### src/rtl/rd_out_stage.sv
module rd_out_stage #(
  parameter int DATA_W = 18
) (
  input  logic              clk,
  input  logic              rst_n,
  input  logic              flow_thru,
  input  logic              dual_desel,
  input  logic              out_en,
  input  logic              cmd_rd,
  input  logic              cmd_desel,
  input  logic              cmd_wr,
  input  logic [DATA_W-1:0] arr_data,
  output logic [DATA_W-1:0] dq_out,
  output logic              dq_en
);

  logic              s1_rd, s1_desel, s1_wr;
  logic              live, live_nx;
  logic              pipe_clr, ft_clr;
  logic [DATA_W-1:0] hold_q;

  always_ff @(posedge clk or negedge rst_n) begin
    if (!rst_n) begin
      s1_rd    <= 1'b0;
      s1_desel <= 1'b0;
      s1_wr    <= 1'b0;
    end else begin
      s1_rd    <= cmd_rd;
      s1_desel <= cmd_desel;
      s1_wr    <= cmd_wr;
    end
  end

  always_ff @(posedge clk or negedge rst_n) begin
    if (!rst_n)     hold_q <= '0;
    else if (s1_rd) hold_q <= arr_data;
  end

  // Single-cycle release also honours a deselect that lost to a read one edge earlier.
  assign pipe_clr = s1_wr | s1_desel | (~dual_desel & cmd_desel);
  assign ft_clr   = cmd_desel | cmd_wr;

  always_comb begin
    live_nx = live;
    if (flow_thru) begin
      if (cmd_rd)      live_nx = 1'b1;
      else if (ft_clr) live_nx = 1'b0;
    end else begin
      if (s1_rd)         live_nx = 1'b1;
      else if (pipe_clr) live_nx = 1'b0;
    end
  end

  always_ff @(posedge clk or negedge rst_n) begin
    if (!rst_n) live <= 1'b0;
    else        live <= live_nx;
  end

  assign dq_out = (flow_thru && s1_rd) ? arr_data : hold_q;
  assign dq_en  = out_en & live & ~s1_wr;

  AST_PIPE_LOAD: assert property (@(posedge clk) disable iff (!rst_n)
    s1_rd |=> (hold_q == $past(arr_data)));

  AST_RD_FIRST: assert property (@(posedge clk) disable iff (!rst_n)
    (!flow_thru && s1_rd) |=> live);

  AST_FT_ON: assert property (@(posedge clk) disable iff (!rst_n)
    (flow_thru && cmd_rd) |=> live);

  AST_SCD_OFF: assert property (@(posedge clk) disable iff (!rst_n)
    (!flow_thru && !dual_desel && cmd_desel && !s1_rd) |=> !live);

  AST_DCD_HOLD: assert property (@(posedge clk) disable iff (!rst_n)
    (!flow_thru && dual_desel && cmd_desel && live && !s1_rd && !s1_desel && !s1_wr) |=> live);

  AST_DCD_OFF: assert property (@(posedge clk) disable iff (!rst_n)
    (!flow_thru && s1_desel && !s1_rd) |=> !live);

  AST_FT_OFF: assert property (@(posedge clk) disable iff (!rst_n)
    (flow_thru && (cmd_desel || cmd_wr) && !cmd_rd) |=> !live);

  AST_WR_OFF: assert property (@(posedge clk) disable iff (!rst_n)
    (!flow_thru && s1_wr && !s1_rd) |=> !live);

endmodule

### config.mk
export PLATFORM = sky130hd
export DESIGN_NAME = rd_out_stage
export DESIGN_NICKNAME = d
export VERILOG_FILES = /design/src/rtl/rd_out_stage.sv
export SDC_FILE = /design/constraint.sdc
export NUM_CORES = 1
export LEC_CHECK = 0
export CORE_AREA = 2 2 76 56
export CTS_CLUSTER_SIZE = 8
export DETAILED_ROUTE_END_ITERATION = 6
export DIE_AREA = 0 0 78 58
export DONT_BUFFER_PORTS = 1
export PLACE_DENSITY = 0.45
export SETUP_SLACK_MARGIN = 0.5
export SKIP_CTS_REPAIR_TIMING = 1
export SLEW_MARGIN = 20
export SYNTH_ARGS = -nofsm -noshare
export SYNTH_HDL_FRONTEND = slang
export SYNTH_SLANG_ARGS = --single-unit
### constraint.sdc
create_clock -name clk -period 1.45 [get_ports clk]
set_clock_uncertainty 0.1 [all_clocks]
set_input_delay 0.29 -clock clk [delete_from_list [all_inputs] [get_ports clk]]
set_output_delay 0.29 -clock clk [all_outputs]
set_load 0.05 [all_outputs]
Word-level counts from Yosys, hierarchy flattened:

Index checks and enable logic that the tools add are counted.

* register bits: 22
* bits of input ports: 26
* output and inout port bits: 19
* word-level logic and storage cells: 23

* equality and inequality tests: 1
* multiplexer cells: 6
* bitwise operators: 8
* reductions and logical operators: 3

Operator list (count)
* 18-bit 2-to-1 mux: 1
* 1-bit 2-to-1 mux: 5
* 1-bit bitwise AND: 3
* 3-bit by 1-bit != test with 1-bit output, second input constant: 1
* 1-bit bitwise OR: 3
* 3-bit nonzero test: 1
* 1-bit inverter: 2
* 2-bit AND reduction: 1
* 1-bit logical AND: 1

Depth between registers and ports, before layout:

* depth in word-level cells: 6
* mapped depth: 4
* depth with buffers taken out: 3

Least setup slack after synthesis:

Ideal clock, no wire load.

* path type: register to output
* start: reg s1_rd
* end: out dq_out[10]
* arrival: 1050 ps
* data required time: 1060 ps
* slack: 10 ps
* cell stages (with the launch flop): 4
* path buffers: 1
* path through: dfrtp_1 nand2_4 buf_12 mux2_4

* cells in the longest elaborated chain, start to end: 2

Ends and longest elaborated chain
* start, declared: RTL line 17 `logic s1_rd, s1_desel, s1_wr;`
* start signal, assigned: RTL line 28 `s1_rd <= cmd_rd;`
* 1-bit logical AND: RTL line 59 `assign dq_out = (flow_thru && s1_rd) ? arr_data : hold_q;`
* 18-bit 2-to-1 mux: RTL line 59
* end, declared: RTL line 13 `output logic [DATA_W-1:0] dq_out,`

Every way passes these cells.

Worst setup path after layout:

* start: reg s1_rd
* end: out dq_out[12]

The elaborated chain is that of the path after synthesis.

==> metrics <==
Syn Nets 97; Peak VDD IR 0.000511 V; failing checks setup timing; per-cell routed wire length 14.7 um; FF+latch count, synth 22; Synth cell types 13; max_slew headroom 76.8%; share of layout cells above drive strength 1 59.3%; area fraction in compound gates after synthesis 1.37%; Critical R2R Launch s1_rd; gpl congestion 0.659; fin. max-slew vios 0; Worst-path clk slew 0.08 ns; design area 0.00140 mm^2; Placed Area 0.00124 mm^2; Post-Synth Adder-Cell Area 0%; Post-Syn Area per Cell 15.5 um^2; GRT Util Overall 8.88%; Pwr Density 1170 mW/mm^2; # IOs 45; largest net degree at the start of global routing 23; WP data arrival 1.30 ns; CTS Buf Count 3; period utilisation layout 116%; drt drc 0; routed via count 593; CP max-delay cell dfrtp_1; CP max FO 10; outcome complete, but fails checks; Antenna Cells 0; Setup CP Type flop to primary output; global route total overflow 0; Hold Path Class input port to flop; DR pass1 iterations 2; H-tree lvl count 1; Final Hold Viols 0; die extent in y 58 um; hold path startpoint dual_desel; Synth area leaders dfrtp_1, mux2_2, mux2_4; top cell type by total area after synthesis dfrtp_1; YS warnings 0; Cells after Synth 71; CTS tree yes; Yosys top cell area share 50.1%; multiplexer share of the synthesized area 40.3%; Critical Path RT 1.06 ns; Post-Synthesis Cell Area 0.00110 mm^2; Max-cap violations 0; min Tclk post-route 1.69 ns; clock root buffer master clkbuf_8; Die Wd 78 um; final worst slack -0.239 ns; clock sink total 22; Area Overhead vs Synth 27.1%; die footprint 0.00452 mm^2; max incr delay on CP 0.41 ns; first-pass GRT wire length 3040 um; Leak 0.683 nW; RSZ-0062 raised after global routing true; initial antenna violation count 0; CP startpoint kind flop; Fmax 592 MHz; Synth Area in XOR/XNOR 0%; routed wire length 1950 um; Initial DRC Count 3; clock latency on the worst-skew pair 0.26 ns; sequential area share after synthesis 50.1%; maximum clock insertion buffer count 2; Final nets 108; routed vias/inst 4.46; core footprint 0.00380 mm^2; critical path capture point type primary output; Setup TNS -4.16 ns; number of global-route vias before repair 614; Setup crit start s1_rd; initial core utilization 28.9%; # setup viols final 18; Simple-Gate Fraction of Synth Area 3.99%; port bufs 0; Worst-Margin Slew 0.348 ns; largest family of logic cells by synthesized area multiplexers; Post-DRT Antenna Nets 0; Rows 19; crit path cell chain nand2_4, buf_12, mux2_4
-- state kept, by name (all words and copies together) (netlist names) --
register / cells
hold_q: 18
live: 1
s1_desel: 1
s1_rd: 1
s1_wr: 1
-- final timing paths --
| kind | end | slack, ns | cells after the start |
|---|---|---|---|
| setup / recovery | dq_out[12] | -0.24 | 3 |
| hold / removal | live | 0.07 | 2 |
| setup reg to reg | hold_q[5] | 0.16 | 2 |
| hold reg to reg | hold_q[10] | 0.41 | 1 |
| max in group asynchronous | hold_q[3] | 0.77 | 2 |
| min in group asynchronous | hold_q[12] | 0.35 | 2 |
-- cell type report --
type                            instances  area [um^2]
Fill cell                             367         2410
Timing Repair Buffer                    9          115
Inverter                                1         3.75
Sequential cell                        22          551
Multi-Input combinational cell         45          607
Tap cell                               52         65.1
Clock buffer                            4         55.1
-- synthesized netlist by cell type --
library cell	number
nor2_1	2
or2b_1	1
buf_12	1
nand2_4	1
nor4b_1	1
mux2_2	26
and3b_1	1
dfrtp_1	22
a21oi_1	1
inv_1	1
buf_6	2
mux2_4	10
o21ai_0	2
-- worst max-delay path, delay by kind of cell, from the launching register on --
kind | cells | cell delay, ns
AND/OR/NAND/NOR | 1 | 0.09
buffers and inverters | 1 | 0.15
flip-flops | 1 | 0.41
multiplexers | 1 | 0.39
-- cells in the final DEF, fill, tap and decap left out --
cell            n
dfrtp_1        22
nor2_1          2
mux2_4         36
a21oi_1         1
inv_1           1
and3b_2         1
or2b_1          1
buf_4           2
buf_12          3
nor4b_2         1
clkbuf_8        4
o21ai_1         2
nand2_4         1
dlygate4sd3_1   4
-- power by group --
part | internal, W | total, W | leakage (nW) | switching, W
Combinational | 0.000201 | 0.000497 | 0.397 | 0.000296
Clock | 0.000242 | 0.000434 | 0.0288 | 0.000192
Sequential | 0.000670 | 0.000702 | 0.256 | 0.0000316
-- metal layers --
layer  GRT usage [%]  vias to the layer above  wire, um
met5               0                        -         0
li1                -                      270         -
met1            11.7                      292       921
met2            12.6                       29       829
met4            2.26                        0        10
met3            5.14                        2       192
-- per-stage QoR --
stage	hold WS [ns]	utilization, %	cells	total power (W)	worst slack (ns)
floorplan	-0.106	-	71	0.00113	0.00969
global placement	-0.105	32.5	123	0.00116	0.00574
detailed placement	-0.105	32.5	123	0.00116	-0.00436
CTS	-0.397	34.0	127	0.00161	-0.296
global route	0.0541	36.7	133	0.00171	-0.286
finish	0.0694	36.7	133	0.00163	-0.239
-- cell families (layout without fill, tap and decap cells) --
logic type             count (synthesis)  after routing
flip-flops                            22             22
buffers and inverters                  4             14
AO/OA/AOI/OAI                          3              3
multiplexers                          36             36
AND/OR/NAND/NOR                        6              6
Note: power is estimated with default switching activity, not from simulation.
